--- config.mk ---
export PLATFORM = sky130hd
export DESIGN_NAME = pump_alternator
export DESIGN_NICKNAME = d
export VERILOG_FILES = /design/src/rtl/pump_alt_pkg.sv /design/src/rtl/pump_alt_ctrl.sv /design/src/rtl/pump_alt_dp.sv /design/src/rtl/pump_alternator.sv
export SDC_FILE = /design/constraint.sdc
export NUM_CORES = 1
export LEC_CHECK = 0
export BUFFER_PORTS_ARGS = -buffer_cell sky130_fd_sc_hd__buf_2
export CAP_MARGIN = 10
export CORE_AREA = 2 2 39 41
export DETAILED_ROUTE_END_ITERATION = 10
export DIE_AREA = 0 0 41 43
export REMOVE_ABC_BUFFERS = 1
export SLEW_MARGIN = 30
export SYNTH_ARGS = -nofsm -noshare
export SYNTH_HDL_FRONTEND = slang
export SYNTH_SLANG_ARGS = --single-unit
--- constraint.sdc ---
create_clock -name clk -period 1.2 [get_ports clk]
set_input_delay 0.24 -clock clk [delete_from_list [all_inputs] [get_ports clk]]
set_output_delay 0.24 -clock clk [all_outputs]
set_load 0.02 [all_outputs]
--- src/rtl/pump_alt_pkg.sv ---
package pump_alt_pkg;

  // bit0: a pump is running, bit1: pump 2 is the selected pump
  typedef enum logic [1:0] {
    OFF_NEXT1 = 2'b00,
    P1_RUN    = 2'b01,
    OFF_NEXT2 = 2'b10,
    P2_RUN    = 2'b11
  } pumpState_t;

  typedef struct packed {
    logic start;  // begin a cycle on the selected pump
    logic stop;   // end the cycle, hand over to the other pump
    logic hold;   // impossible probe reading: freeze and flag
  } ctrlStrobe_t;

endpackage

--- src/rtl/pump_alt_ctrl.sv ---
module pump_alt_ctrl
  import pump_alt_pkg::*;
(
  input  logic        clk,
  input  logic        rst_n,
  input  logic        hiWet,
  input  logic        loWet,
  input  pumpState_t  curState,
  output ctrlStrobe_t strobe
);

  logic running;
  assign running = curState[0];

  always_comb begin
    strobe       = '0;
    strobe.hold  = hiWet & ~loWet;
    strobe.start = hiWet & loWet & ~running;
    strobe.stop  = ~hiWet & ~loWet & running;
  end

  // a frozen cycle never also starts or stops a pump
  p_strobe_excl_r7: assert property (@(posedge clk) disable iff (!rst_n)
    $onehot0({strobe.start, strobe.stop, strobe.hold}));

endmodule

--- src/rtl/pump_alt_dp.sv ---
module pump_alt_dp
  import pump_alt_pkg::*;
(
  input  logic        clk,
  input  logic        rst_n,
  input  ctrlStrobe_t strobe,
  output pumpState_t  curState,
  output logic        pump1On,
  output logic        pump2On,
  output logic        faultFlag
);

  pumpState_t nextState;

  always_comb begin
    nextState = curState;
    if (strobe.hold)
      nextState = curState;
    else if (strobe.start)
      nextState = pumpState_t'({curState[1], 1'b1});
    else if (strobe.stop)
      nextState = pumpState_t'({~curState[1], 1'b0});
  end

  always_ff @(posedge clk or negedge rst_n) begin
    if (!rst_n) begin
      curState  <= OFF_NEXT1;
      faultFlag <= 1'b0;
    end else begin
      curState  <= nextState;
      faultFlag <= strobe.hold;
    end
  end

  assign pump1On = (curState == P1_RUN);
  assign pump2On = (curState == P2_RUN);

  p_one_pump_r9: assert property (@(posedge clk) disable iff (!rst_n)
    !(pump1On && pump2On));

  p_hold_state_r7: assert property (@(posedge clk) disable iff (!rst_n)
    strobe.hold |=> $stable(curState));

  p_handover_p1_r3: assert property (@(posedge clk) disable iff (!rst_n)
    (curState == P1_RUN && strobe.stop) |=> curState == OFF_NEXT2);

  p_handover_p2_r3: assert property (@(posedge clk) disable iff (!rst_n)
    (curState == P2_RUN && strobe.stop) |=> curState == OFF_NEXT1);

  p_start_sel_r2: assert property (@(posedge clk) disable iff (!rst_n)
    (curState == OFF_NEXT1 && strobe.start) |=> pump1On);

endmodule

--- src/rtl/pump_alternator.sv ---
module pump_alternator
  import pump_alt_pkg::*;
(
  input  logic clk,
  input  logic rst_n,
  input  logic hi_wet,
  input  logic lo_wet,
  output logic pump1_on,
  output logic pump2_on,
  output logic fault
);

  pumpState_t  curState;
  ctrlStrobe_t strobe;

  pump_alt_ctrl u_ctrl (
    .clk      (clk),
    .rst_n    (rst_n),
    .hiWet    (hi_wet),
    .loWet    (lo_wet),
    .curState (curState),
    .strobe   (strobe)
  );

  pump_alt_dp u_dp (
    .clk       (clk),
    .rst_n     (rst_n),
    .strobe    (strobe),
    .curState  (curState),
    .pump1On   (pump1_on),
    .pump2On   (pump2_on),
    .faultFlag (fault)
  );

  p_fault_set_r7: assert property (@(posedge clk) disable iff (!rst_n)
    (hi_wet && !lo_wet) |=> fault);

  p_fault_clr_r8: assert property (@(posedge clk) disable iff (!rst_n)
    !(hi_wet && !lo_wet) |=> !fault);

  p_dry_stop_r4: assert property (@(posedge clk) disable iff (!rst_n)
    (!hi_wet && !lo_wet) |=> !(pump1_on || pump2_on));

  p_band_keep_r5: assert property (@(posedge clk) disable iff (!rst_n)
    (!hi_wet && lo_wet) |=> ($stable(pump1_on) && $stable(pump2_on)));

endmodule

==> qor.yml, run 1 <==
die_h_um: 43
clock-sinks: 3
die_area_sq_mm: 0.00176
yosysSeqAreaShare: 0.594
slew_violations: 0
synth_area_leaders: "dfrtp_1, nor2b_1, nor3b_2, maj3_1, xor2_1"
syn_area_sq_um: 126
cts-root-buf: "clkbuf_4"
p_leak_nw: 0.117
syn_inst: 9
postRouteWirelength_um: 279
yosysWarnings: 0
fin_worst_skew_ps: 0.0195
grt_pass1_wl_um: 441
wl_per_cell_um: 7.15
grt_usage: 0.0492
nets: 28
cap_viol_max_count: 0
worstSetupPathType: "flip-flop to output port"
antenna_left: 0
finalSetupViolations: 0
dp_slack_ps: 237
dr.first_iter.drc_count: 3
slowest_delay_ps: 380
max_clock_freq_mhz: 887
n_fill_cell: 161
relSlewSlack: 0.902
critPathArrivalTime_ps: 890
antenna_cells: 0
routabilityCongestion: 0.545
route.detailed.drc: 0
clk_latency_ps: 230
ys_types: 6
p_per_area_mw_per_mm2: 2010
cp_data_required_time_ps: 960
grt_pass1_vias: 108
cpLargestDelayFamily: "flip-flops"
ys_seq_elements: 3
crit_path_top_delay_cell: "dfrtp_1"
cts_tree: "yes"
htreeDepth: 1
coreArea_sq_mm: 0.00138
clk_pin_slew_ps: 40
post-place-cells: 31
fin_ws_ps: 72.3
num_rows: 14
fin_cells: 39
cts_made_buffers: 3
fin_crit_sh: 0.940
finalHoldViolCount: 0
antenna_found_initial: 0
clock_path_buffers: 2
viasPerCell: 2.90
initial_core_util: 0.0913
die_w_um: 41
io_pins: 7
cp_num_buf_inv: 1
num_vias: 113
overflow: 0
crit_path_end_kind: "output port"
grt_start_max_net_pins: 5
hold_class: "input port to flip-flop"
status: "complete, no violations"
final.setup.tns_ps: 0
worstMarginPinSlew_ps: 147
vdd_drop_max_uv: 310
synth.top_cell.area_share: 0.594
critPathLaunchType: "flip-flop"
finalCriticalPeriod_ps: 1130
rsz0062_at_grt: "false"
yosys.area.top_type: "dfrtp_1"
portBuffers: 6
worstPathMaxFanout: 3
crit_chain: "and2_4 -> buf_6"
postSynthAreaPerCell_sq_um: 14.0
area_growth_syn_to_layout_pct: 92.1
drive_gt1_frac: 0.609
first_pass_iters: 2
[worst reg2reg max path: stages, from the launching register on]
cell and delay, ps:
dfrtp_1 370, buf_4 140, maj3_1 340
[cell families after synthesis]
kind of cell	count (synthesis)	share of synthesized area
xor+xnor	1	0.0693
fa+ha+maj	1	0.0792
flops	3	0.594
simple gates	4	0.257
[cells in the mapped netlist (all sizes together)]
library cell and count:
maj3 1, dfrtp 3, nor2b 2, nor3b 1, xor2 1, and2 1
[per-stage QoR]
step	hold WS (ps)	power [mW]	utilization	area [sq um]
floorplan	-55.6	0.202	-	126
finish	209	0.488	0.175	243
detailed placement	37.6	0.238	0.127	176
CTS	200	0.449	0.159	220
global route	215	0.532	0.175	243
global placement	36.5	0.234	0.127	176
[cell usage in the layout, fill, tap and decap left out]
master and count:
xor2_1 1, dfrtp_1 3, dlygate4sd3_1 1, clkbuf_4 3
buf_6 1, buf_4 3, buf_2 5, clkbuf_1 1
nor2b_1 2, nor3b_2 1, maj3_1 1, and2_4 1
[per-layer routing]
metal  GRT usage  vias to the layer above  share of wire
met2      0.0438                        7           0.38
li1            -                       58              -
met4      0.0600                        0          0.029
met3      0.0628                        2           0.17
met5           0                        -              0
met1      0.0450                       46           0.42
[worst paths after layout]
kind / startpoint / end / slack (ps) / depth (start not counted)
min: lo_wet / u_dp.faultFlag$_DFF_PN0_ / 210 / 2
min in group asynchronous: rst_n / u_dp.faultFlag$_DFF_PN0_ / 330 / 2
max reg2reg: u_dp.curState[0]$_DFFE_PN0P_ / u_dp.curState[0]$_DFFE_PN0P_ / 220 / 2
min reg2reg: u_dp.curState[0]$_DFFE_PN0P_ / u_dp.curState[0]$_DFFE_PN0P_ / 650 / 2
max: u_dp.curState[1]$_DFFE_PN0P_ / pump2_on / 70 / 2
max in group asynchronous: rst_n / u_dp.curState[1]$_DFFE_PN0P_ / 760 / 2
[sequential cells by signal, indices dropped and copies added (netlist names)]
signal          count
u_dp.faultFlag      1
u_dp.curState       2
[area by class of cell]
type                    count  area [sq um]  share of cell area
flip-flops and latches      3          75.1               0.309
repair buffers             10          68.8               0.284
multi-input cells           6          52.6               0.216
clock buffers               4          26.3               0.108
well taps                  16          20.0              0.0825
[where the power goes]
part / internal [mW] / total, mW / switching, mW
sequential: 0.124 / 0.138 / 0.0139
combinational: 0.105 / 0.175 / 0.0695
clock: 0.124 / 0.174 / 0.0499
[timing repair]
| action | 4_1_cts | 5_1_grt |
|---|---|---|
| endpoints found under the setup margin | 1 | 1 |
| buffers inserted | 1 | 2 |
| hold buffers | 1 | 0 |
| gates resized for setup | 0 | 3 |
| hold endpoints to repair | 3 | 0 |
(Power assumes the default switching activity.)
==> run 2: changes to the inputs <==
- SYNTH_HIERARCHICAL: default -> 1
==> qor.yml, run 2 <==
status: "complete, no violations"
n_fill_cell: 158  # -1.9%
io_pins: 7  # unchanged
relSlewSlack: 0.891  # -0.0101
yosysSeqAreaShare: 0.488  # -0.106
worstPathMaxFanout: 5  # +2
reg2reg_to: "u_dp/curState[1]$_DFFE_PN0P_"
finalHoldViolCount: 0  # unchanged
pwr-share-clk: 0.310  # -0.048
synth.top_cell.area_share: 0.488  # -0.106
fin_cells: 41  # +5.1%
grt_start_max_net_pins: 6  # +1
async_reset_ff_frac: 1.00  # unchanged
area_growth_syn_to_layout_pct: 65.9
nets: 30  # +7.1%
initial_core_util: 0.111  # +0.0199
wl_met2_um: 100  # -5.7%
rsz0062_at_grt: "true"
muxShareOfSynthArea: 0  # unchanged
clk_latency_ps: 230  # about the same
grt_pass1_wl_um: 448  # +1.6%
synth_most_common_cell: "dfrtp_1"
die_area_sq_mm: 0.00176  # unchanged
synth_compound_area_frac: 0.0569  # +0.0569
hold_path_startpoint: "hi_wet"
power_frac_comb: 0.390  # +0.031
ys_types: 11  # +5
num_rows: 14  # unchanged
whs_path_depth: 2  # unchanged
htreeDepth: 1  # unchanged
finalCriticalPeriod_ps: 1150  # +26.0 ps
worstMarginPinSlew_ps: 162  # +15.1 ps
pwr-share-seq: 0.299  # +0.015
clock-sinks: 3  # unchanged
ys_seq_elements: 3  # unchanged
finalSetupViolations: 0  # unchanged
layout_common_cells: "buf_2, clkbuf_4, dfrtp_1"
route.detailed.drc: 0  # unchanged
postRouteWirelength_um: 284  # +1.8%
yosysWarnings: 6  # +6
antenna_left: 0  # unchanged
routabilityCongestion: 0.572  # +4.8%
critPathLaunchType: "flip-flop"
min_to: "u_dp/faultFlag$_DFF_PN0_"
synth_top_family_by_area: "simple AND/OR/NAND/NOR gates"
p_per_area_mw_per_mm2: 2180  # +8.4%
p_int_uw: 382  # +7.9%
fin_worst_skew_ps: 0.0389  # +0.0194 ps
hold_class: "input port to flip-flop"
first_pass_iters: 2  # unchanged
portBuffers: 6  # unchanged
max_clock_freq_mhz: 867  # -2.3%
cap_viol_max_count: 0  # unchanged
synth_edf_count: 0  # unchanged
final_common_cell: "buf_2"
wl_per_cell_um: 6.93  # -3.2%
antenna_cells: 0  # unchanged
worstReg2RegStart: "u_dp/curState[0]$_DFFE_PN0P_"
largest_reg_flops: 2  # unchanged
clk_pin_slew_ps: 40  # about the same
syn_area_sq_um: 154  # +22%
clock_path_buffers: 2  # unchanged
die_w_um: 41  # unchanged
syn_inst: 13  # +4
reg.largest.list: "u_dp/curState (2), u_dp/faultFlag (1)"
synthFlopType: "dfrtp_1"
die_h_um: 43  # unchanged
viasPerCell: 3.17  # +9.4%
slew_violations: 0  # unchanged
postSynthAreaPerCell_sq_um: 11.8  # -16%
fin_crit_sh: 0.961  # +0.0217
overflow: 0  # unchanged
ff2ff_setup_slack_ps: 180  # -40 ps
top_layer: "met4"
synth-simple-area-share: 0.374  # +0.117
grt_pass1_vias: 110  # +1.9%
grt_usage: 0.0492  # unchanged
synth_area_leaders: "dfrtp_1, nor3b_2, and3b_2, a22o_1, and2b_2"
post-place-cells: 35  # +13%
dr.first_iter.drc_count: 2  # -1
p_leak_nw: 0.126  # +8.0%
regMostFlops: "u_dp/curState"
p_total_uw: 556  # +14%
p_sw_uw: 174  # +30%
coreArea_sq_mm: 0.00138  # unchanged
yosys.area.top_type: "dfrtp_1"
holdWs_ps: 331  # +122 ps
synthAdderAreaFrac: 0  # -0.0792
critPathArrivalTime_ps: 910  # +20 ps
vdd_drop_max_uv: 435  # +40%
met1_length_um: 128  # +10%
netSwitchingFraction: 0.312  # +0.0389
cts-root-buf: "clkbuf_4"
crit_path_end_kind: "output port"
cts_made_buffers: 3  # unchanged
antenna_found_initial: 0  # unchanged
cp_data_required_time_ps: 960  # about the same
r2r_cells: 3  # +1
worstSetupPathType: "flip-flop to output port"
synth-xor-area-share: 0.0569  # -0.0124
drive_gt1_frac: 0.560  # -0.0487
num_vias: 130  # +15%
route.met3.wl_um: 49  # +2.1%
cts_tree: "yes"
run 2: worst max path at each step:
stage	start	to	slack, ps	depth (start not counted)
detailed placement	u_dp/curState[0]$_DFFE_PN0P_	u_dp/curState[1]$_DFFE_PN0P_	120	3
CTS	u_dp/curState[1]$_DFFE_PN0P_	pump2_on	20	2
floorplan	u_dp/curState[0]$_DFFE_PN0P_	u_dp/curState[1]$_DFFE_PN0P_	230	3
global route	u_dp/curState[0]$_DFFE_PN0P_	pump2_on	-10	2
finish	u_dp/curState[0]$_DFFE_PN0P_	pump2_on	50	2
global placement	u_dp/curState[0]$_DFFE_PN0P_	u_dp/curState[1]$_DFFE_PN0P_	140	3
run 2: logic make-up after synthesis:
logic type | count (synthesis)
XOR/XNOR | 1
flip-flops | 3
AO/OA/AOI/OAI | 1
AND/OR/NAND/NOR | 7
buffers and inverters | 1
run 2: area by class of cell:
class                   count  area (sq um)  share of cell area
clock buffers               4          26.3               0.103
well taps                  16          20.0              0.0784
repair buffers              8          50.0               0.196
inverters                   1          3.75              0.0147
flip-flops and latches      3          75.1               0.294
multi-input cells           9          80.1               0.314
run 2: stage by stage:
| stage | setup WS (ps) | TNS (ps) | utilization | cell area (sq um) |
|---|---|---|---|---|
| final | 46.2 | 0 | 0.184 | 255 |
| after global routing | -9.55 | -9.55 | 0.184 | 255 |
| after CTS | 24.7 | 0 | 0.174 | 240 |
| after detailed placement | 123 | 0 | 0.147 | 204 |
| after global placement | 142 | 0 | 0.147 | 204 |
| after floorplan | 231 | 0 | - | 154 |
run 2: power by group through the flow:
stage	Clock, mW	Sequential (mW)	Combinational [mW]
floorplan	0	0.166	0.126
global placement	0	0.171	0.172
detailed placement	0	0.174	0.174
CTS	0.184	0.172	0.176
global route	0.193	0.173	0.241
finish	0.172	0.166	0.217
run 2: layer usage:
layer  GRT usage  vias to the layer above
met2      0.0375                        7
met4      0.0600                        0
li1            -                       68
met5           0                        -
met3      0.0628                        2
met1      0.0514                       53
run 2: worst max-delay path, stage by stage (launching register included):
cell and delay (ps):
dfrtp_1 400, and2_1 140, buf_2 150
run 2: timing repair:
action,4_1_cts,5_1_grt
setup endpoints to repair,0,3
resized for setup,0,2
hold buffers,1,0
buffers inserted,0,1
hold endpoints to repair,3,0
==> run 3: changes to the inputs <==
- PLACE_DENSITY_LB_ADDON: default -> 0.25
==> qor.yml, run 3 (synthesized netlist as in run 2, its figures left out) <==
whs_path_depth: 2  # unchanged
dp_slack_ps: 125  # +2.21 ps
final.setup.tns_ps: 0  # unchanged
critPathLaunchType: "flip-flop"
p_leak_nw: 0.123  # -2.8%
viasPerCell: 3.03  # -4.6%
final_common_cell: "buf_2"
grt_usage: 0.0482  # -0.000956
p_per_area_mw_per_mm2: 2290  # +5.1%
setup.worst_path.start: "u_dp/curState[0]$_DFFE_PN0P_"
num_rows: 14  # unchanged
first_pass_iters: 2  # unchanged
coreArea_sq_mm: 0.00138  # unchanged
slew_violations: 0  # unchanged
postRouteWirelength_um: 290  # +2.1%
crit_path_end_kind: "output port"
hold_path_startpoint: "hi_wet"
clk_pin_slew_ps: 40  # about the same
relSlewSlack: 0.839  # -0.0522
grt_pass1_vias: 123  # +12%
fin_crit_sh: 0.970  # +0.00850
post_dp_cell_area_sq_um: 204  # unchanged
hpwl_um: 218
n_fill_cell: 161  # +1.9%
initial_core_util: 0.111  # unchanged
worstPathMaxFanout: 5  # unchanged
drive_gt1_frac: 0.542  # -0.0183
top_layer: "met3"
cp_data_required_time_ps: 960  # about the same
vdd_drop_max_uv: 460  # +5.7%
status: "complete, no violations"
cap_viol_max_count: 0  # unchanged
clk_latency_ps: 230  # about the same
reg.largest.list: "u_dp/curState (2), u_dp/faultFlag (1)"
regMostFlops: "u_dp/curState"
cts-root-buf: "clkbuf_4"
die_area_sq_mm: 0.00176  # unchanged
netSwitchingFraction: 0.317  # +0.00455
p_int_uw: 393  # +2.8%
die_h_um: 43  # unchanged
die_w_um: 41  # unchanged
dr.first_iter.drc_count: 2  # unchanged
route.detailed.drc: 0  # unchanged
worstMarginPinSlew_ps: 241  # +78.5 ps
cts_made_buffers: 3  # unchanged
finalCriticalPeriod_ps: 1160  # +10.2 ps
wl_met2_um: 104  # +4.0%
rsz0062_at_grt: "true"
clock_path_buffers: 2  # unchanged
hold_class: "input port to flip-flop"
post-place-cells: 35  # unchanged
p_sw_uw: 182  # +5.0%
routabilityCongestion: 0.488  # -15%
num_vias: 121  # -6.9%
final_area_sq_um: 251  # -1.5%
antenna_cells: 0  # unchanged
route.met3.wl_um: 47  # -4.1%
layout_common_cells: "buf_2, clkbuf_4, dfrtp_1"
finalHoldViolCount: 0  # unchanged
power_frac_comb: 0.389  # about the same
portBuffers: 6  # unchanged
io_pins: 7  # unchanged
p_total_uw: 576  # +3.5%
ff2ff_setup_slack_ps: 100  # -80 ps
fin_ws_ps: 36.0  # -10.2 ps
antenna_left: 0  # unchanged
worstSetupPathType: "flip-flop to output port"
met1_length_um: 138  # +7.8%
wl_per_cell_um: 7.25  # +4.7%
grt_pass1_wl_um: 462  # +3.1%
htreeDepth: 1  # unchanged
nets: 29  # -3.3%
clock-sinks: 3  # unchanged
pwr-share-clk: 0.308  # -0.002
worstReg2RegStart: "u_dp/curState[0]$_DFFE_PN0P_"
grt_start_max_net_pins: 6  # unchanged
antenna_found_initial: 0  # unchanged
r2r_cells: 3  # unchanged
area_growth_syn_to_layout_pct: 63.4
critPathArrivalTime_ps: 920  # about the same
pwr-share-seq: 0.304  # +0.005
overflow: 0  # unchanged
fin_worst_skew_ps: 0.0301  # -0.00878 ps
largest_reg_flops: 2  # unchanged
cts_tree: "yes"
cts_setup_buffers: 0  # unchanged
max_clock_freq_mhz: 859  # -0.88%
finalSetupViolations: 0  # unchanged
fin_cells: 40  # -2.4%
run 3: cell count changes in the layout (fill, tap and decap cells not counted):
| cell | change |
|---|---|
| and2_1 | -1 |
| and2_4 | +1 |
| buf_2 | -1 |
| buf_4 | -1 |
| buf_6 | +1 |
| nor3b_1 | +1 |
| nor3b_2 | -1 |
run 3: area by class of cell:
| class | count | area, sq um | area share |
|---|---|---|---|
| Multi-Input combinational cell | 9 | 77.6 | 0.308 |
| Timing Repair Buffer | 7 | 48.8 | 0.194 |
| Clock buffer | 4 | 26.3 | 0.104 |
| Tap cell | 16 | 20.0 | 0.0796 |
| Sequential cell | 3 | 75.1 | 0.299 |
| Inverter | 1 | 3.75 | 0.0149 |
run 3: metrics by stage:
stage,utilization,hold WS (ps)
floorplan,-,-55.6
global placement,0.147,35.0
detailed placement,0.147,37.0
CTS,0.174,313
global route,0.182,332
finish,0.182,323
run 3: path summary, 6_finish.rpt:
check	endpoint
hold reg to reg	u_dp/curState[1]$_DFFE_PN0P_
max in group asynchronous	u_dp/curState[1]$_DFFE_PN0P_
hold / removal	u_dp/faultFlag$_DFF_PN0_
setup / recovery	pump1_on
setup reg to reg	u_dp/curState[1]$_DFFE_PN0P_
min in group asynchronous	u_dp/faultFlag$_DFF_PN0_
run 3: critical path: stages (launching register included):
cell	delay (ps)
dfrtp_1	400
nor2b_1	140
buf_4	150
run 3: power by group through the flow:
stage | logic, mW | clock network, mW | registers [mW]
floorplan | 0.126 | 0 | 0.166
global placement | 0.174 | 0 | 0.170
detailed placement | 0.175 | 0 | 0.174
CTS | 0.177 | 0.186 | 0.172
global route | 0.244 | 0.193 | 0.182
finish | 0.224 | 0.177 | 0.175
run 3: per-layer routing:
metal	global-route usage	vias to the layer above
li1	-	64
met1	0.0484	50
met2	0.0469	7
met3	0.0471	0
met4	0.0600	0
met5	0	-
run 3: what timing repair did:
action / in CTS / in global routing
setup endpoints to repair: 0 / 2
resized for setup: 0 / 4
hold buffers: 1 / 0
endpoints found under the hold margin: 3 / 0
